--- src/rtl/wis_pkg.sv ---
package wis_pkg;
  localparam int REG_IDX_W = 5;
  typedef logic [REG_IDX_W-1:0] reg_idx_t;

  typedef struct packed {
    logic     valid;
    reg_idx_t dst;
    reg_idx_t src0;
    reg_idx_t src1;
  } wis_instr_t;
endpackage

--- src/rtl/wis_scoreboard.sv ---
module wis_scoreboard
  import wis_pkg::*;
#(
  parameter int DEP_LAT = 4
) (
  input  logic       clk,
  input  logic       rst,
  input  wis_instr_t instr,
  input  logic       issue_en,
  output logic       dep_clear
);
  localparam int NUM_REGS = 1 << REG_IDX_W;
  localparam int LAT_W    = $clog2(DEP_LAT + 1);

  logic [LAT_W-1:0] remain [NUM_REGS];

  // Per-register countdown, loaded on issue of a writer and drained to zero.
  always_ff @(posedge clk) begin
    if (rst) begin
      for (int r = 0; r < NUM_REGS; r++) remain[r] <= '0;
    end else begin
      for (int r = 0; r < NUM_REGS; r++) begin
        if (issue_en && instr.dst == reg_idx_t'(r))
          remain[r] <= LAT_W'(DEP_LAT - 1);
        else if (remain[r] != '0)
          remain[r] <= remain[r] - 1'b1;
      end
    end
  end

  always_comb begin
    dep_clear = instr.valid
             && remain[instr.src0] == '0
             && remain[instr.src1] == '0
             && remain[instr.dst]  == '0;
  end

  // an instruction touching the register just written cannot be clear next cycle
  assert_dep_block_R1: assert property (@(posedge clk) disable iff (rst)
    issue_en |=> !dep_clear
                 || (instr.src0 != $past(instr.dst) && instr.src1 != $past(instr.dst)
                     && instr.dst != $past(instr.dst)));
endmodule

--- src/rtl/wis_pipe_throttle.sv ---
module wis_pipe_throttle #(
  parameter int OCC_CYCLES = 2
) (
  input  logic clk,
  input  logic rst,
  input  logic issue,
  output logic pipe_free,
  output logic pipe_active
);
  localparam int OCC_W = $clog2(OCC_CYCLES + 1);

  logic [OCC_W-1:0] hold;

  always_ff @(posedge clk) begin
    if (rst)
      hold <= '0;
    else if (issue)
      hold <= OCC_W'(OCC_CYCLES - 1);
    else if (hold != '0)
      hold <= hold - 1'b1;
  end

  assign pipe_free   = (hold == '0);
  assign pipe_active = issue || !pipe_free;

  // the arbiter never hands work to a pipe that is still occupied
  assert_no_issue_busy_R4: assert property (@(posedge clk) disable iff (rst)
    !(issue && !pipe_free));
endmodule

--- src/rtl/wis_rr_arbiter.sv ---
module wis_rr_arbiter #(
  parameter int N     = 4,
  parameter int IDX_W = 2
) (
  input  logic             clk,
  input  logic             rst,
  input  logic [N-1:0]     req,
  output logic [N-1:0]     grant,
  output logic [IDX_W-1:0] grant_idx,
  output logic             grant_any
);
  logic [IDX_W-1:0] last;

  // Search starts one past the last winner and wraps around.
  always_comb begin
    grant     = '0;
    grant_idx = '0;
    grant_any = 1'b0;
    for (int off = 1; off <= N; off++) begin
      if (!grant_any && req[(int'(last) + off) % N]) begin
        grant_any                       = 1'b1;
        grant[(int'(last) + off) % N]   = 1'b1;
        grant_idx                       = IDX_W'((int'(last) + off) % N);
      end
    end
  end

  always_ff @(posedge clk) begin
    if (rst)
      last <= IDX_W'(N - 1);
    else if (grant_any)
      last <= grant_idx;
  end

  // never more than one winner
  assert_one_grant_R2: assert property (@(posedge clk) disable iff (rst)
    $onehot0(grant));
endmodule

--- src/rtl/wis_util_counters.sv ---
module wis_util_counters #(
  parameter int CNT_W = 32
) (
  input  logic             clk,
  input  logic             rst,
  input  logic             issue,
  input  logic             pipe_active,
  output logic [CNT_W-1:0] cnt_cycles,
  output logic [CNT_W-1:0] cnt_issue,
  output logic [CNT_W-1:0] cnt_busy
);
  always_ff @(posedge clk) begin
    if (rst) begin
      cnt_cycles <= '0;
      cnt_issue  <= '0;
      cnt_busy   <= '0;
    end else begin
      cnt_cycles <= cnt_cycles + 1'b1;
      if (issue)       cnt_issue <= cnt_issue + 1'b1;
      if (pipe_active) cnt_busy  <= cnt_busy + 1'b1;
    end
  end

  // issue cycles are a subset of busy cycles, which are a subset of all cycles
  assert_count_order_R11: assert property (@(posedge clk) disable iff (rst)
    cnt_issue <= cnt_busy && cnt_busy <= cnt_cycles);
endmodule

--- src/rtl/warp_issue_sched.sv ---
module warp_issue_sched
  import wis_pkg::*;
#(
  parameter int NUM_WARPS    = 4,
  parameter int DEP_LAT      = 4,
  parameter int WARP_THREADS = 32,
  parameter int PIPE_LANES   = 16,
  parameter int CNT_W        = 32,
  parameter int WARP_IDX_W   = (NUM_WARPS > 1) ? $clog2(NUM_WARPS) : 1
) (
  input  logic                           clk,
  input  logic                           rst,
  input  logic [NUM_WARPS-1:0]           inst_valid,
  output logic [NUM_WARPS-1:0]           inst_ready,
  input  logic [NUM_WARPS*REG_IDX_W-1:0] inst_dst,
  input  logic [NUM_WARPS*REG_IDX_W-1:0] inst_src0,
  input  logic [NUM_WARPS*REG_IDX_W-1:0] inst_src1,
  output logic                           issue_valid,
  output logic [WARP_IDX_W-1:0]          issue_warp,
  output logic [REG_IDX_W-1:0]           issue_dst,
  output logic [REG_IDX_W-1:0]           issue_src0,
  output logic [REG_IDX_W-1:0]           issue_src1,
  output logic [CNT_W-1:0]               cnt_cycles,
  output logic [CNT_W-1:0]               cnt_issue,
  output logic [CNT_W-1:0]               cnt_pipe_busy
);
  localparam int OCC_CYCLES = (WARP_THREADS + PIPE_LANES - 1) / PIPE_LANES;

  wis_instr_t             slot_instr [NUM_WARPS];
  logic [NUM_WARPS-1:0]   dep_clear;
  logic [NUM_WARPS-1:0]   req;
  logic [NUM_WARPS-1:0]   grant;
  logic [WARP_IDX_W-1:0]  grant_idx;
  logic                   grant_any;
  logic                   pipe_free;
  logic                   pipe_active;

  generate
    for (genvar w = 0; w < NUM_WARPS; w++) begin : g_slot
      assign slot_instr[w] = '{valid: inst_valid[w],
                               dst:   inst_dst [w*REG_IDX_W +: REG_IDX_W],
                               src0:  inst_src0[w*REG_IDX_W +: REG_IDX_W],
                               src1:  inst_src1[w*REG_IDX_W +: REG_IDX_W]};

      wis_scoreboard #(.DEP_LAT(DEP_LAT)) u_sb (
        .clk       (clk),
        .rst       (rst),
        .instr     (slot_instr[w]),
        .issue_en  (grant[w]),
        .dep_clear (dep_clear[w])
      );
    end
  endgenerate

  // Eligible: dependencies settled and pipe accepting work.
  assign req = dep_clear & {NUM_WARPS{pipe_free}};

  wis_rr_arbiter #(.N(NUM_WARPS), .IDX_W(WARP_IDX_W)) u_arb (
    .clk       (clk),
    .rst       (rst),
    .req       (req),
    .grant     (grant),
    .grant_idx (grant_idx),
    .grant_any (grant_any)
  );

  wis_pipe_throttle #(.OCC_CYCLES(OCC_CYCLES)) u_thr (
    .clk         (clk),
    .rst         (rst),
    .issue       (grant_any),
    .pipe_free   (pipe_free),
    .pipe_active (pipe_active)
  );

  wis_util_counters #(.CNT_W(CNT_W)) u_cnt (
    .clk         (clk),
    .rst         (rst),
    .issue       (grant_any),
    .pipe_active (pipe_active),
    .cnt_cycles  (cnt_cycles),
    .cnt_issue   (cnt_issue),
    .cnt_busy    (cnt_pipe_busy)
  );

  assign inst_ready  = grant;
  assign issue_valid = grant_any;
  assign issue_warp  = grant_idx;
  assign issue_dst   = slot_instr[grant_idx].dst;
  assign issue_src0  = slot_instr[grant_idx].src0;
  assign issue_src1  = slot_instr[grant_idx].src1;

  // only a slot that offers an instruction can issue
  assert_valid_only_R9: assert property (@(posedge clk) disable iff (rst)
    issue_valid |-> inst_valid[issue_warp]);

  generate
    if (OCC_CYCLES > 1) begin : g_gap_chk
      // a two-pass warp leaves the following cycle without an issue
      assert_pipe_gap_R3: assert property (@(posedge clk) disable iff (rst)
        issue_valid |=> !issue_valid);
    end
  endgenerate
endmodule

--- config.mk ---
export PLATFORM = sky130hd
export DESIGN_NAME = warp_issue_sched
export DESIGN_NICKNAME = d
export VERILOG_FILES = /design/src/rtl/wis_pkg.sv /design/src/rtl/wis_scoreboard.sv /design/src/rtl/wis_pipe_throttle.sv /design/src/rtl/wis_rr_arbiter.sv /design/src/rtl/wis_util_counters.sv /design/src/rtl/warp_issue_sched.sv
export SDC_FILE = /design/constraint.sdc
export NUM_CORES = 1
export LEC_CHECK = 0
export BUFFER_PORTS_ARGS = -buffer_cell sky130_fd_sc_hd__buf_2
export CELL_PAD_IN_SITES_DETAIL_PLACEMENT = 1
export CELL_PAD_IN_SITES_GLOBAL_PLACEMENT = 1
export CORE_MARGIN = 8
export CORE_UTILIZATION = 40
export DETAILED_ROUTE_END_ITERATION = 12
export GPL_ROUTABILITY_DRIVEN = 0
export PLACE_DENSITY_LB_ADDON = 0.1
export SLEW_MARGIN = 20
export SYNTH_ARGS = -nofsm -noshare
export SYNTH_HDL_FRONTEND = slang
export SYNTH_SLANG_ARGS = --single-unit
--- constraint.sdc ---
create_clock -name clk -period 9.1 [get_ports clk]
set_input_delay 1.365 -clock clk [delete_from_list [all_inputs] [get_ports clk]]
set_output_delay 1.365 -clock clk [all_outputs]
set_load 0.01 [all_outputs]
# Word level (Yosys, flattened, before mapping)
# Memories as Yosys holds them, arrays and structs flattened.
# Index checks and enable logic that the tools add are counted.
[totals]
ff_bits = 100
mem_bits_rw = 384
inputBits = 66
out_inout_bits = 118
wordCells = 2039
n_memories = 4
[classes]
addsub = 136
order_cmp = 9
eq_ne = 124
n_mux = 1191
bitwise_logic = 265
n_reduce_logical = 304
[memory_table]
columns = ["name", "depth", "width", "rd", "rd_ports_with_merged_regs", "write_ports", "line_no", "text"]
rows = [
  ["g_slot[0].u_sb.remain", 32, 3, 35, 0, 32, "wis_scoreboard.sv:15", "logic [LAT_W-1:0] remain [NUM_REGS];"],
  ["g_slot[1].u_sb.remain", 32, 3, 35, 0, 32, "wis_scoreboard.sv:15", ""],
  ["g_slot[2].u_sb.remain", 32, 3, 35, 0, 32, "wis_scoreboard.sv:15", ""],
  ["g_slot[3].u_sb.remain", 32, 3, 35, 0, 32, "wis_scoreboard.sv:15", ""],
]
[op_table]
columns = ["op", "count"]
rows = [
  ["$mux W1", 916],
  ["$mux W3", 256],
  ["$reduce_bool A3 Y1", 128],
  ["$sub A3 B1 Y3 const B", 128],
  ["$eq A5 B5 Y1 const B", 64],
  ["$or A1 B1 Y1", 256],
  ["$eq A5 B4 Y1 const B", 32],
  ["$logic_and A1 B1 Y1", 147],
  ["$add A32 B1 Y32 const B", 3],
  ["$eq A5 B3 Y1 const B", 16],
  ["$eq A5 B2 Y1 const B", 8],
  ["$logic_not A3 Y1", 12],
  ["$bmux W16 S2", 1],
  ["$mux W15", 2],
  ["$eq A5 B1 Y1 const B", 4],
  ["$logic_not A5 Y1", 4],
  ["$lt A3 B4 Y1 const B", 4],
  ["$mux W4", 4],
  ["$ge A3 B1 Y1 const B", 4],
  ["$or A4 B4 Y4", 3],
  ["$reduce_or A2 Y1", 5],
  ["$bmux W1 S2", 4],
  ["$demux W1 S2", 4],
  ["$mux W2", 4],
  ["11 further kinds", 20],
]

# Logic depth before layout (Yosys ltp)
# An unclocked memory read counts as a cell.
[depth]
ltp_word = 25
ltp_mapped = 16
mapped_depth_nobuf = 11

# By module
# A second synthesis with hierarchy kept.
[unflattened]
cells_unflattened = 3785
area_unflattened_um2 = 34578.2
[by_module_without_submodules]
columns = ["module", "n_inst", "cells_each", "area_per_inst_um2", "seq_area_each_um2"]
rows = [
  ["wis_scoreboard at g_slot[1].u_sb", 1, 793, 7314.5, 2882.8],
  ["wis_scoreboard at g_slot[3].u_sb", 1, 800, 7310.8, 2882.8],
  ["wis_scoreboard at g_slot[0].u_sb", 1, 791, 7244.4, 2882.8],
  ["wis_scoreboard at g_slot[2].u_sb", 1, 791, 7228.2, 2882.8],
  ["wis_util_counters", 1, 522, 4439.3, 1921.8],
  ["wis_rr_arbiter", 1, 54, 508.0, 40.0],
  ["warp_issue_sched", 1, 22, 417.9, 0.0],
  ["wis_pipe_throttle", 1, 12, 115.1, 40.0],
]

# Least setup slack after synthesis
# No wires, ideal clock.
[synth_path]
path_type = "input to output"
from = "input inst_dst[5]"
to = "output inst_ready[0]"
t_arrival_ns = 4.565
required_time_ns = 7.735
path_slack_ns = 3.170
stages = 14
n_path_buf = 4
cell_sequence = "buf_2 mux4_2 mux2_2 o41ai_2 o2111ai_1 o41ai_4 nand4_1 a21oi_2 mux2_4 a32o_2 or2_1 buf_2 buf_6 buf_4"
[synth_between]
elab_chain_cells = 17
elab_cells_between_ends = 32
cone_classes = "mux: 19; bitwise: 4; reduce/logical: 8; memory: 1"
[synth_rtl]
columns = ["element", "line_no", "text"]
rows = [
  ["start: declaration", "warp_issue_sched.sv:15", "input logic [NUM_WARPS*REG_IDX_W-1:0] inst_dst,"],
  ["$mem_v2 Z32 W3 *", "-", ""],
  ["$logic_not A3 Y1 *", "wis_scoreboard.sv:35", "&& remain[instr.dst] == '0;"],
  ["$logic_and A1 B1 Y1 *", "wis_scoreboard.sv:35", ""],
  ["$and A4 B4 Y4 *", "warp_issue_sched.sv:56", "assign req = dep_clear & {NUM_WARPS{pipe_free}};"],
  ["$bmux W1 S2", "wis_rr_arbiter.sv:20", "if (!grant_any && req[(int'(last) + off) % N]) begin"],
  ["$mux W1 (implied by the code) (2 in a row)", "wis_rr_arbiter.sv:20", ""],
  ["$mux W1", "wis_rr_arbiter.sv:20", ""],
  ["$logic_not A1 Y1", "wis_rr_arbiter.sv:20", ""],
  ["$logic_and A1 B1 Y1", "wis_rr_arbiter.sv:20", ""],
  ["$mux W1", "wis_rr_arbiter.sv:20", ""],
  ["$logic_not A1 Y1", "wis_rr_arbiter.sv:20", ""],
  ["$logic_and A1 B1 Y1", "wis_rr_arbiter.sv:20", ""],
  ["$mux W1", "wis_rr_arbiter.sv:20", ""],
  ["$logic_not A1 Y1", "wis_rr_arbiter.sv:20", ""],
  ["$logic_and A1 B1 Y1", "wis_rr_arbiter.sv:20", ""],
  ["$mux W4 *", "wis_rr_arbiter.sv:20", ""],
  ["end: declaration", "warp_issue_sched.sv:14", "output logic [NUM_WARPS-1:0] inst_ready,"],
]
# Mark *: on every way between the ends. The rest lies on a longest branch, timed or not. The select of a mux whose other input is x is not followed.

# Final worst setup path
[layout_path]
from = "input inst_src0[15]"
to = "output issue_dst[0]"
[layout_between]
elab_chain_cells = 23
elab_cells_between_ends = 35
cone_classes = "mux: 22; bitwise: 2; reduce/logical: 10; memory: 1"
[layout_rtl]
columns = ["element", "line_no", "text"]
rows = [
  ["start: declaration", "warp_issue_sched.sv:16", "input logic [NUM_WARPS*REG_IDX_W-1:0] inst_src0,"],
  ["$mem_v2 Z32 W3 *", "-", ""],
  ["$logic_not A3 Y1 *", "wis_scoreboard.sv:33", "&& remain[instr.src0] == '0"],
  ["$logic_and A1 B1 Y1 *", "wis_scoreboard.sv:33", ""],
  ["$logic_and A1 B1 Y1 *", "wis_scoreboard.sv:34", "&& remain[instr.src1] == '0"],
  ["$logic_and A1 B1 Y1 *", "wis_scoreboard.sv:35", ""],
  ["$and A4 B4 Y4 *", "warp_issue_sched.sv:56", ""],
  ["$bmux W1 S2", "wis_rr_arbiter.sv:20", ""],
  ["$mux W1 (implied by the code) (2 in a row)", "wis_rr_arbiter.sv:20", ""],
  ["[5 not listed]", "-", ""],
  ["$logic_and A1 B1 Y1", "wis_rr_arbiter.sv:20", ""],
  ["$mux W1", "wis_rr_arbiter.sv:20", ""],
  ["$logic_not A1 Y1", "wis_rr_arbiter.sv:20", ""],
  ["$logic_and A1 B1 Y1", "wis_rr_arbiter.sv:20", ""],
  ["$mux W2 *", "wis_rr_arbiter.sv:20", ""],
  ["$not A2 Y3 (implied by the code) *", "warp_issue_sched.sv:88", "assign issue_dst = slot_instr[grant_idx].dst;"],
  ["$bmux W16 S2 *", "warp_issue_sched.sv:88", ""],
  ["$mux W15 * (2 in a row)", "-", ""],
  ["end: declaration", "warp_issue_sched.sv:20", "output logic [REG_IDX_W-1:0] issue_dst,"],
]
# Marked as above.

==> results.yml <==
sta:
  setup-tns-final_ns: 0
  finalHoldViolCount: 0
  max_slew_margin_pct: 24.1
  maxSlewViolCount: 0
  skew_ns: 0.0205
  fin_crit_sh_pct: 82.8
  fin_ws_ns: 1.57
  finalSetupViolations: 0
  fin_crit_ns: 7.53
  worstMarginPinSlew_ns: 1.14
  max_freq_mhz: 133
  hold_slack_ns: 0.473
  rsz0062_at_grt: "no"
drt:
  viasPerCell: 5.76
  wl_um: 113000
  antenna_left: 0
  dr.first_iter.drc_count: 1817
  dr.pass1.iters: 5
  drcViolationCount: 0
  routedWlPerCell_um: 21.9
  vias: 29809
cts:
  cts_buffers: 66
  clk_latency_ns: 0.64
  clock_sinks: 484
  cts_hold_buf: 0
  root_buffer: "clkbuf_16"
  cts_setup_buffers: 0
  clock_path_buffers: 3
  htreeDepth: 3
  cts_resized: 0
  cts_tree: "done"
  clk_pin_slew_ns: 0.05
global_route:
  grt_max_degree: 181
  antenna_found_initial: 13
  grt_usage_pct: 22.3
  grt_pass1_vias: 31039
  grt_overflow: 0
  grt_pass1_wl_um: 177000
synth:
  ys_seq_area_share_pct: 37.6
  yosys-top-cells-area: "edfxtp_1 32%, ha_1 9.3%, dfxtp_1 5.6%"
  synth_area_um2: 35900
  synth_top_area_cell: "edfxtp_1"
  synth_seq_cells: 484
  synthArstFlopShare_pct: 0
  syn_area_per_cell_um2: 9.25
  netlist.area_leader.share_pct: 32.1
  synth_edf_count: 384
  synth-main-ff-cell: "edfxtp_1"
  yosysWarnings: 0
  syn_inst: 3886
  syn_nets: 4219
  yosysUniqueCellTypes: 94
worst_setup_path:
  arrival_ns: 6.17
  end_kind: "output port"
  critPathRequiredTime_ns: 7.74
  startpoint_type: "primary input"
  crit_fanout: 18
  r2r_cells: 12
  max_stage_delay_ns: 0.66
  critical_path_class: "in2out"
  cpMaxStageDelayCell: "nor4_2"
  worstPathCellList: "buf_2 -> mux4_2 -> a2111oi_0 -> a2111oi_0 -> nor4_2 -> nand3_1 -> nand2_1 -> nand3_2 -> buf_4 -> mux2i_1 -> mux2i_1 -> buf_2"
place:
  dp_slack_ns: 1.62
  dp_hpwl_um: 81700
  port-buffer-count: 183
cells_and_area:
  drive_gt1_share_pct: 13.3
  area_delta_synth_final_pct: 10.3
  layout_common_cells: "384 x edfxtp_1, 345 x inv_1, 322 x nor2_1"
  final_common_cell: "edfxtp_1"
  fin_nets: 4279
power:
  power_density_nw_per_um2: 302
  p_leak_nw: 15.9
  max-vdd-ir-drop_v: 0.000144
floorplanning:
  initial_core_util_pct: 40.1
  die_h_um: 316
  io_pins: 184
  die_w_um: 316
  dieArea_um2: 99700
  core-area_um2: 89600
  rows: 110
min_path:
  hold_class: "reg2reg"
  worstHoldPathCells: 1
flow_run:
  cap_violations: 0
status:
  status: "finished, final reports clean"
==> critical path, delay by kind of cell <==
| family | cells | cell delay [ns] |
|---|---|---|
| AOI/OAI and AO/OA | 2 | 0.69 |
| and+or+nand+nor | 4 | 2.12 |
| muxes | 3 | 0.98 |
| buffers and inverters | 3 | 0.99 |
==> where the power goes <==
group | internal [mW] | switching [mW] | leakage (nW)
Sequential | 3.53 | 0.739 | 5.06
Combinational | 2.16 | 3.05 | 9.87
Clock | 1.45 | 1.05 | 1.01
Total | 7.14 | 4.84 | 15.9
==> through the flow <==
stage	power [mW]	area, um^2	cells	util [%]
floorplan	8.04	35900	3886	-
global placement	9.37	37600	5054	41.9
detailed placement	9.50	37600	5054	41.9
CTS	12.1	39600	5170	44.2
global route	13.0	39600	5172	44.2
finish	12.0	39600	5176	44.2
==> registers in the layout (all words and copies together) (netlist names) <==
signal / flops
u_arb.last: 2
u_cnt.cnt_busy: 32
u_thr.hold: 2
g_slot.u_sb.remain: 384
u_cnt.cnt_cycles: 32
u_cnt.cnt_issue: 32
==> layer usage <==
| layer | track usage (%) | part of all wire, % | up-vias |
|---|---|---|---|
| li1 | - | - | 14299 |
| met1 | 29.5 | 46 | 14671 |
| met2 | 36.3 | 46 | 639 |
| met3 | 4.93 | 6.0 | 192 |
| met4 | 6.55 | 2.7 | 8 |
| met5 | 0 | 0.045 | - |
==> final cells by class <==
| class | instances | area, um^2 |
|---|---|---|
| clock inverter | 25 | 161 |
| clock buffer | 91 | 1890 |
| sequential | 484 | 13500 |
| inverter | 349 | 1310 |
| fill | 10262 | 50000 |
| timing repair buffer | 206 | 1120 |
| antenna | 6 | 15.0 |
| tap | 1176 | 1470 |
| multi-input combinational | 2839 | 20100 |
==> logic make-up (layout without fill, tap and decap cells) <==
logic type / count (synthesis) / in the layout / share of synthesized area, %
xor+xnor: 78 / 78 / 1.90
fa+ha+maj: 267 / 267 / 9.29
flops: 484 / 484 / 37.6
mux: 203 / 203 / 7.18
buf+inv: 563 / 671 / 6.51
other cells: 0 / 6 / 0
simple gates: 1435 / 1435 / 20.5
compound gates: 856 / 856 / 16.9
==> cell usage after synthesis, drive strengths merged (10+ instances only) <==
cell,number
a2111oi,23
inv,347
nor3,260
a31oi,126
xor2,66
edfxtp,384
a21oi,266
ha,267
and4,14
nand4,30
or3,38
dfxtp,100
a211oi,151
nor2,323
xnor2,12
o21ai,166
or2,20
and3,63
mux4,42
and2,10
nand2b,220
nor4,64
clkbuf,142
buf,72
nand2,250
nor4b,14
nor2b,20
or3b,35
o211ai,14
mux2i,154
nand3,46
==> path summary, 6_finish.rpt <==
| check | from | endpoint | slack [ns] |
|---|---|---|---|
| hold reg to reg | u_cnt.cnt_cycles[0] | u_cnt.cnt_cycles[0] | 0.47 |
| setup reg to reg | g_slot[0].u_sb.remain[8][2] | g_slot[3].u_sb.remain[23][2] | 3.23 |
| setup / recovery | inst_src0[15] | issue_dst[0] | 1.57 |
| hold / removal | u_cnt.cnt_cycles[0] | u_cnt.cnt_cycles[0] | 0.47 |
(Power assumes the default switching activity.)
